===== src/rtl/pxw_pkg.sv =====
package pxw_pkg;
  localparam int PIX_IN_W  = 16;
  localparam int PIX_OUT_W = 32;
  localparam int CH_OUT_W  = 8;

  typedef enum logic {
    FMT_RGB565   = 1'b0,
    FMT_ARGB4444 = 1'b1
  } pxw_fmt_e;

  // Map a narrow channel onto the 0..255 scale by repeating its top bits.
  function automatic logic [CH_OUT_W-1:0] widen_rep(input logic [CH_OUT_W-1:0] c,
                                                    input int unsigned w);
    logic [CH_OUT_W-1:0] r;
    for (int i = 0; i < CH_OUT_W; i++)
      r[CH_OUT_W-1-i] = c[w-1-(i % w)];
    return r;
  endfunction
endpackage


===== src/rtl/pxw_chan_widen.sv =====
module pxw_chan_widen #(
  parameter int IN_W  = 5,
  parameter int OUT_W = 8
) (
  input  logic [IN_W-1:0]  narrow,
  output logic [OUT_W-1:0] wide
);
  // Output bit k (from the top) copies narrow bit (k mod IN_W) from the top.
  for (genvar i = 0; i < OUT_W; i++) begin : g_bit
    assign wide[OUT_W-1-i] = narrow[IN_W-1-(i % IN_W)];
  end
endmodule


===== src/rtl/pxw_format.sv =====
module pxw_format
  import pxw_pkg::*;
#(
  parameter int IN_W  = PIX_IN_W,
  parameter int OUT_W = PIX_OUT_W
) (
  input  pxw_fmt_e         fmt,
  input  logic [IN_W-1:0]  pix,
  output logic [OUT_W-1:0] wide
);
  localparam int NIB_W = IN_W / 4;
  localparam int BYTE_W = OUT_W / 4;

  logic [BYTE_W-1:0] red_w, grn_w, blu_w;
  logic [3:0][BYTE_W-1:0] nib_w;

  // 5-6-5 colour fields
  pxw_chan_widen #(.IN_W(5), .OUT_W(BYTE_W)) u_red (.narrow(pix[15:11]), .wide(red_w));
  pxw_chan_widen #(.IN_W(6), .OUT_W(BYTE_W)) u_grn (.narrow(pix[10:5]),  .wide(grn_w));
  pxw_chan_widen #(.IN_W(5), .OUT_W(BYTE_W)) u_blu (.narrow(pix[4:0]),   .wide(blu_w));

  // four equal nibble fields, same order in and out
  for (genvar k = 0; k < 4; k++) begin : g_nib
    pxw_chan_widen #(.IN_W(NIB_W), .OUT_W(BYTE_W)) u_nib (
      .narrow(pix[k*NIB_W +: NIB_W]),
      .wide  (nib_w[k])
    );
  end

  always_comb begin
    case (fmt)
      FMT_ARGB4444: wide = nib_w;
      default:      wide = {{BYTE_W{1'b0}}, red_w, grn_w, blu_w};
    endcase
  end
endmodule


===== src/rtl/pxw_stage.sv =====
module pxw_stage #(
  parameter int W = 32
) (
  input  logic         clk,
  input  logic         rst_n,
  input  logic         in_valid,
  output logic         in_ready,
  input  logic [W-1:0] in_data,
  output logic         out_valid,
  input  logic         out_ready,
  output logic [W-1:0] out_data
);
  logic load;

  assign in_ready = !out_valid || out_ready;
  assign load     = in_valid && in_ready;

  always_ff @(posedge clk) begin
    if (!rst_n)        out_valid <= 1'b0;
    else if (in_ready) out_valid <= in_valid;
  end

  always_ff @(posedge clk) begin
    if (!rst_n)    out_data <= '0;
    else if (load) out_data <= in_data;
  end

  AST_STALL_HOLD: assert property (@(posedge clk) disable iff (!rst_n)
    out_valid && !out_ready |=> out_valid && $stable(out_data));
  AST_LOAD_SHOWS: assert property (@(posedge clk) disable iff (!rst_n)
    load |=> out_valid);
  AST_DRAIN_EMPTIES: assert property (@(posedge clk) disable iff (!rst_n)
    out_valid && out_ready && !in_valid |=> !out_valid);
endmodule


===== src/rtl/pxw_expand.sv =====
module pxw_expand
  import pxw_pkg::*;
#(
  parameter int IN_W  = PIX_IN_W,
  parameter int OUT_W = PIX_OUT_W
) (
  input  logic             clk,
  input  logic             rst_n,
  input  logic             fmt_sel,
  input  logic             in_valid,
  output logic             in_ready,
  input  logic [IN_W-1:0]  in_pixel,
  output logic             out_valid,
  input  logic             out_ready,
  output logic [OUT_W-1:0] out_pixel
);
  localparam int BYTE_W = OUT_W / 4;

  pxw_fmt_e         fmt;
  logic [OUT_W-1:0] wide_comb;
  logic             accept;

  assign fmt    = pxw_fmt_e'(fmt_sel);
  assign accept = in_valid && in_ready;

  // Conversion ahead of the register: the select travels with its pixel.
  pxw_format #(.IN_W(IN_W), .OUT_W(OUT_W)) u_format (
    .fmt  (fmt),
    .pix  (in_pixel),
    .wide (wide_comb)
  );

  pxw_stage #(.W(OUT_W)) u_stage (
    .clk       (clk),
    .rst_n     (rst_n),
    .in_valid  (in_valid),
    .in_ready  (in_ready),
    .in_data   (wide_comb),
    .out_valid (out_valid),
    .out_ready (out_ready),
    .out_data  (out_pixel)
  );

  AST_RGB_TOP_ZERO: assert property (@(posedge clk) disable iff (!rst_n)
    accept && !fmt_sel |=> out_pixel[OUT_W-1 -: BYTE_W] == '0);
  AST_FULL_SCALE: assert property (@(posedge clk) disable iff (!rst_n)
    accept && fmt_sel && (&in_pixel) |=> (&out_pixel));
  AST_RESET_EMPTY: assert property (@(posedge clk)
    !rst_n |=> !out_valid);
endmodule


===== config.mk =====
export PLATFORM = sky130hd
export DESIGN_NAME = pxw_expand
export DESIGN_NICKNAME = d
export VERILOG_FILES = /design/src/rtl/pxw_pkg.sv /design/src/rtl/pxw_chan_widen.sv /design/src/rtl/pxw_format.sv /design/src/rtl/pxw_stage.sv /design/src/rtl/pxw_expand.sv
export SDC_FILE = /design/constraint.sdc
export NUM_CORES = 1
export LEC_CHECK = 0
export BUFFER_PORTS_ARGS = -buffer_cell sky130_fd_sc_hd__buf_2
export CAP_MARGIN = 40
export CELL_PAD_IN_SITES_DETAIL_PLACEMENT = 1
export CELL_PAD_IN_SITES_GLOBAL_PLACEMENT = 2
export CORE_MARGIN = 4
export CORE_UTILIZATION = 25
export DETAILED_ROUTE_END_ITERATION = 6
export PLACE_DENSITY = 0.83
export SLEW_MARGIN = 10
export SYNTH_ARGS = -nofsm -noshare
export SYNTH_HDL_FRONTEND = slang
export SYNTH_SLANG_ARGS = --single-unit

===== constraint.sdc =====
create_clock -name clk -period 1.25 [get_ports clk]
set_input_delay 0.375 -clock clk [delete_from_list [all_inputs] [get_ports clk]]
set_output_delay 0.375 -clock clk [all_outputs]
set_load 0.03 [all_outputs]

==> run summary <==
Once detail routing completed, the nets flagged for antenna violations numbered 0. The initialized floorplan defines 27 standard-cell rows. The HPWL after detailed placement is 2737 µm. Critical path start-end classification: reg -> out. The worst min-delay path class is in -> reg. The number of setup buffers added after CTS is 0. Among all flip-flop cells after synthesis, the most frequent one is dfxtp_1. The internal portion of the total power is 1.700 mW. The run finished with clean final reports.

The number of synthesized flops with an enable pin was 0; the cell area after synthesis was 1415 µm². STA classifies the critical path startpoint as a flop. The area growth from synthesis to layout is 30.42%, and the number of fillers in the final layout is 638. The worst-case IR drop observed on VDD is 0.5010 mV.

Clock latency on the worst-skew pair, taken at its later pin, is 280 ps. The library cell with the largest summed area after synthesis is dfxtp_1. The number of port buffers is 54, and the die area is 6928 µm².

The share of flip-flops with an asynchronous set or reset after synthesis is 0%, and the cell total after placement is 250. The cell count after synthesis came out at 137. The post-synthesis area per instance came out at 10.33 µm².

TritonCTS built the clock tree. Clock-pin slew was measured on the worst setup and hold paths at 60 ps. The number of CTS-inserted buffers is 5, and the via density per instance is 4.616. The share of the clock period used by the worst path after layout is 97.50%.

The first global-routing pass estimated 6410 µm of wire. Combinational logic is responsible for 22.3% of the overall power. The critical path buffer and inverter count is 1.

The via count of the first global-routing pass was 1267. Switching share of power: 30.18%. On the critical path, the stage with the largest delay is an instance of dfxtp_1. In this run, post-CTS hold repair placed 0 buffers. Of the cells placed in the final design, the portion with a size suffix greater than 1 is 39.25%.

In this run the worst path has a maximum fanout of 3. The initial antenna violation count came out at 0. The sink count of the clock tree was 29.

The kind of cell with the highest combined delay on the critical path was flip-flops. After detailed routing, the number of remaining DRC violations is 0. The run gives 1.082 nW as the leakage power summed over all cells. Yosys instantiated no cell more often than dfxtp_1. Traced cell by cell, the critical path runs through clkbuf_4. CTS placed an instance of clkbuf_8 at the clock tree root.

The number of design-rule violations left by the first detailed-router iteration is 40, and the relative contribution of sequential cells to total power is 42.4%. The run gives 4.225 ps as the maximum clock skew at final layout. The routed layout has 1191 vias.

The chip height works out to 83.24 µm. The run gives 4 as the count of TritonRoute iterations in the first routing pass. The finished layout holds 258 standard cells, fillers aside.

At the pin with the least slew margin, the transition time is 351.7 ps. Setup repair after global routing could not meet its margin everywhere. The worst hold margin is 345.1 ps, and the wire length per cell after detailed routing is 14.70 µm. The H-tree was split into 2 levels. The longest clock path from root to sink contains 2 buffers.

The congestion estimate from routability-driven global placement came to 0.6706. Once the floorplan was initialized, standard cells occupied 25.70% of the core. During synthesis, Yosys emitted a total of 0 warnings.

The share of the Yosys chip area taken by registers is 41.03%. The worst pin sits at a relative slew slack of 76.55%. Pin placement for this block handled 55 I/O pins.

For this run, the total global-route usage over all layers was measured as 11.57%. The final critical path time including I/O delays and setup is 1219 ps, and the count of final hold-check violations is 0. Aggregate routed wire length: 3792 µm. Data arrives at the worst endpoint at 840 ps. The layout net count was 206; the power share of the clock group was 35.3%. The reported net switching power is 0.7350 mW. Final count of pins violating max slew: 0. From left edge to right edge, the die measures 83.24 µm. The logs give 820.5 MHz for the maximum clock frequency and 0 for the leftover overflow at the end of global routing. The required time of the critical path was 880 ps; the setup TNS was 0 ps.

STA classifies the critical path endpoint as a primary output. Largest net degree at the start of global routing: 35. Number of distinct library cells after synthesis: 13. The setup violation total in the final timing report is 0, and the area share of the leading cell type in the synthesized netlist is 41.03%. The power density normalized to cell area is 1320 nW/µm², and the number of maximum-capacitance constraint violations is 0. The commonest cells after synthesis are 29 x dfxtp_1, 28 x mux2i_1, 27 x nand3_1. In this run, synthesis produced a sequential element count of 29. The run gives 5507 µm² as the area of the core. Ranked by total cell area, the synthesized netlist is headed by dfxtp_1 41%, mux2i_1 20%, o211a_1 16%, nand3_1 9.5%, buf_6 4.0%. The number of nets handed over by synthesis was 158. The delay of the slowest cell on the worst path is 350 ps, and the diode insertion count for antenna repair is 0.
final cells by class:
cell class	instances	area (µm²)	share of cell area, %
clock buffers	7	96.34	5.220
clock inverters	1	5.005	0.2712
inverters	1	3.754	0.2034
multi-input cells	87	698.2	37.83
flip-flops and latches	29	583.1	31.59
well taps	72	90.09	4.881
repair buffers	61	369.1	20.00
path summary, 6_finish.rpt:
kind,from,endpoint,slack [ps],cells past startpoint
worst max-delay path,u_stage.out_data[30]$_SDFFE_PN0P_,out_pixel[30],30,1
worst min-delay path,in_pixel[11],u_stage.out_data[19]$_SDFFE_PN0P_,350,3
worst max register to register,u_stage.out_valid$_SDFFE_PN0P_,u_stage.out_data[27]$_SDFFE_PN0P_,150,3
worst min register to register,u_stage.out_data[19]$_SDFFE_PN0P_,u_stage.out_data[19]$_SDFFE_PN0P_,460,2
power by group through the flow:
stage	logic [mW]	clock network, mW	registers, mW
after detailed placement	0.544	0	1.05
after global placement	0.538	0	1.05
after global routing	0.590	0.943	1.04
final	0.544	0.859	1.03
after CTS	0.547	0.899	1.03
after floorplan	0.247	0	1.19
state kept, by name, indices dropped and copies added (netlist names):
register / cells
u_stage.out_data: 28
u_stage.out_valid: 1
metrics by stage:
step / total power [mW] / utilization, % / instance area, µm² / worst slack [ps]
after floorplan: 1.436 / - / 1420 / -72.74
after global placement: 1.590 / 31.27 / 1722 / 14.19
after detailed placement: 1.597 / 31.27 / 1722 / -24.81
after CTS: 2.479 / 33.15 / 1826 / 0.05562
after global routing: 2.575 / 33.52 / 1846 / -8.276
final: 2.435 / 33.52 / 1846 / 31.26
cell usage in the layout, fill, tap and decap left out:
| master | n |
|---|---|
| clkbuf_4 | 3 |
| nand2_1 | 6 |
| clkbuf_8 | 7 |
| nand2b_4 | 1 |
| dfxtp_2 | 2 |
| buf_6 | 1 |
| buf_12 | 2 |
| and2_4 | 1 |
| a21boi_1 | 1 |
| dfxtp_1 | 27 |
| mux2i_1 | 28 |
| buf_2 | 47 |
| clkinv_2 | 1 |
| nand3_1 | 27 |
| inv_1 | 1 |
| buf_4 | 8 |
| o211a_1 | 23 |
per-layer routing:
metal | part of all wire [%] | global-route usage, % | vias up | wire (µm)
li1 | - | - | 595 | -
met1 | 47 | 14.50 | 553 | 1797
met2 | 45 | 17.35 | 35 | 1695
met3 | 5.8 | 4.266 | 8 | 219
met4 | 2.1 | 5.795 | 0 | 80
met5 | 0 | 0 | - | 0
cell families (layout without fill, tap and decap cells):
logic type	after synthesis	in the layout	share of synthesized area (%)
and+or+nand+nor	35	35	12.73
AOI/OAI and AO/OA	24	24	16.80
buffers and inverters	21	70	9.637
muxes	28	28	19.81
DFF	29	29	41.03
timing repair:
action,in CTS,in global routing
pin swaps,0,0
resized for setup,1,11
gates cloned,0,0
endpoints found under the setup margin,1,8
Power figures use the tool's default switching activity.
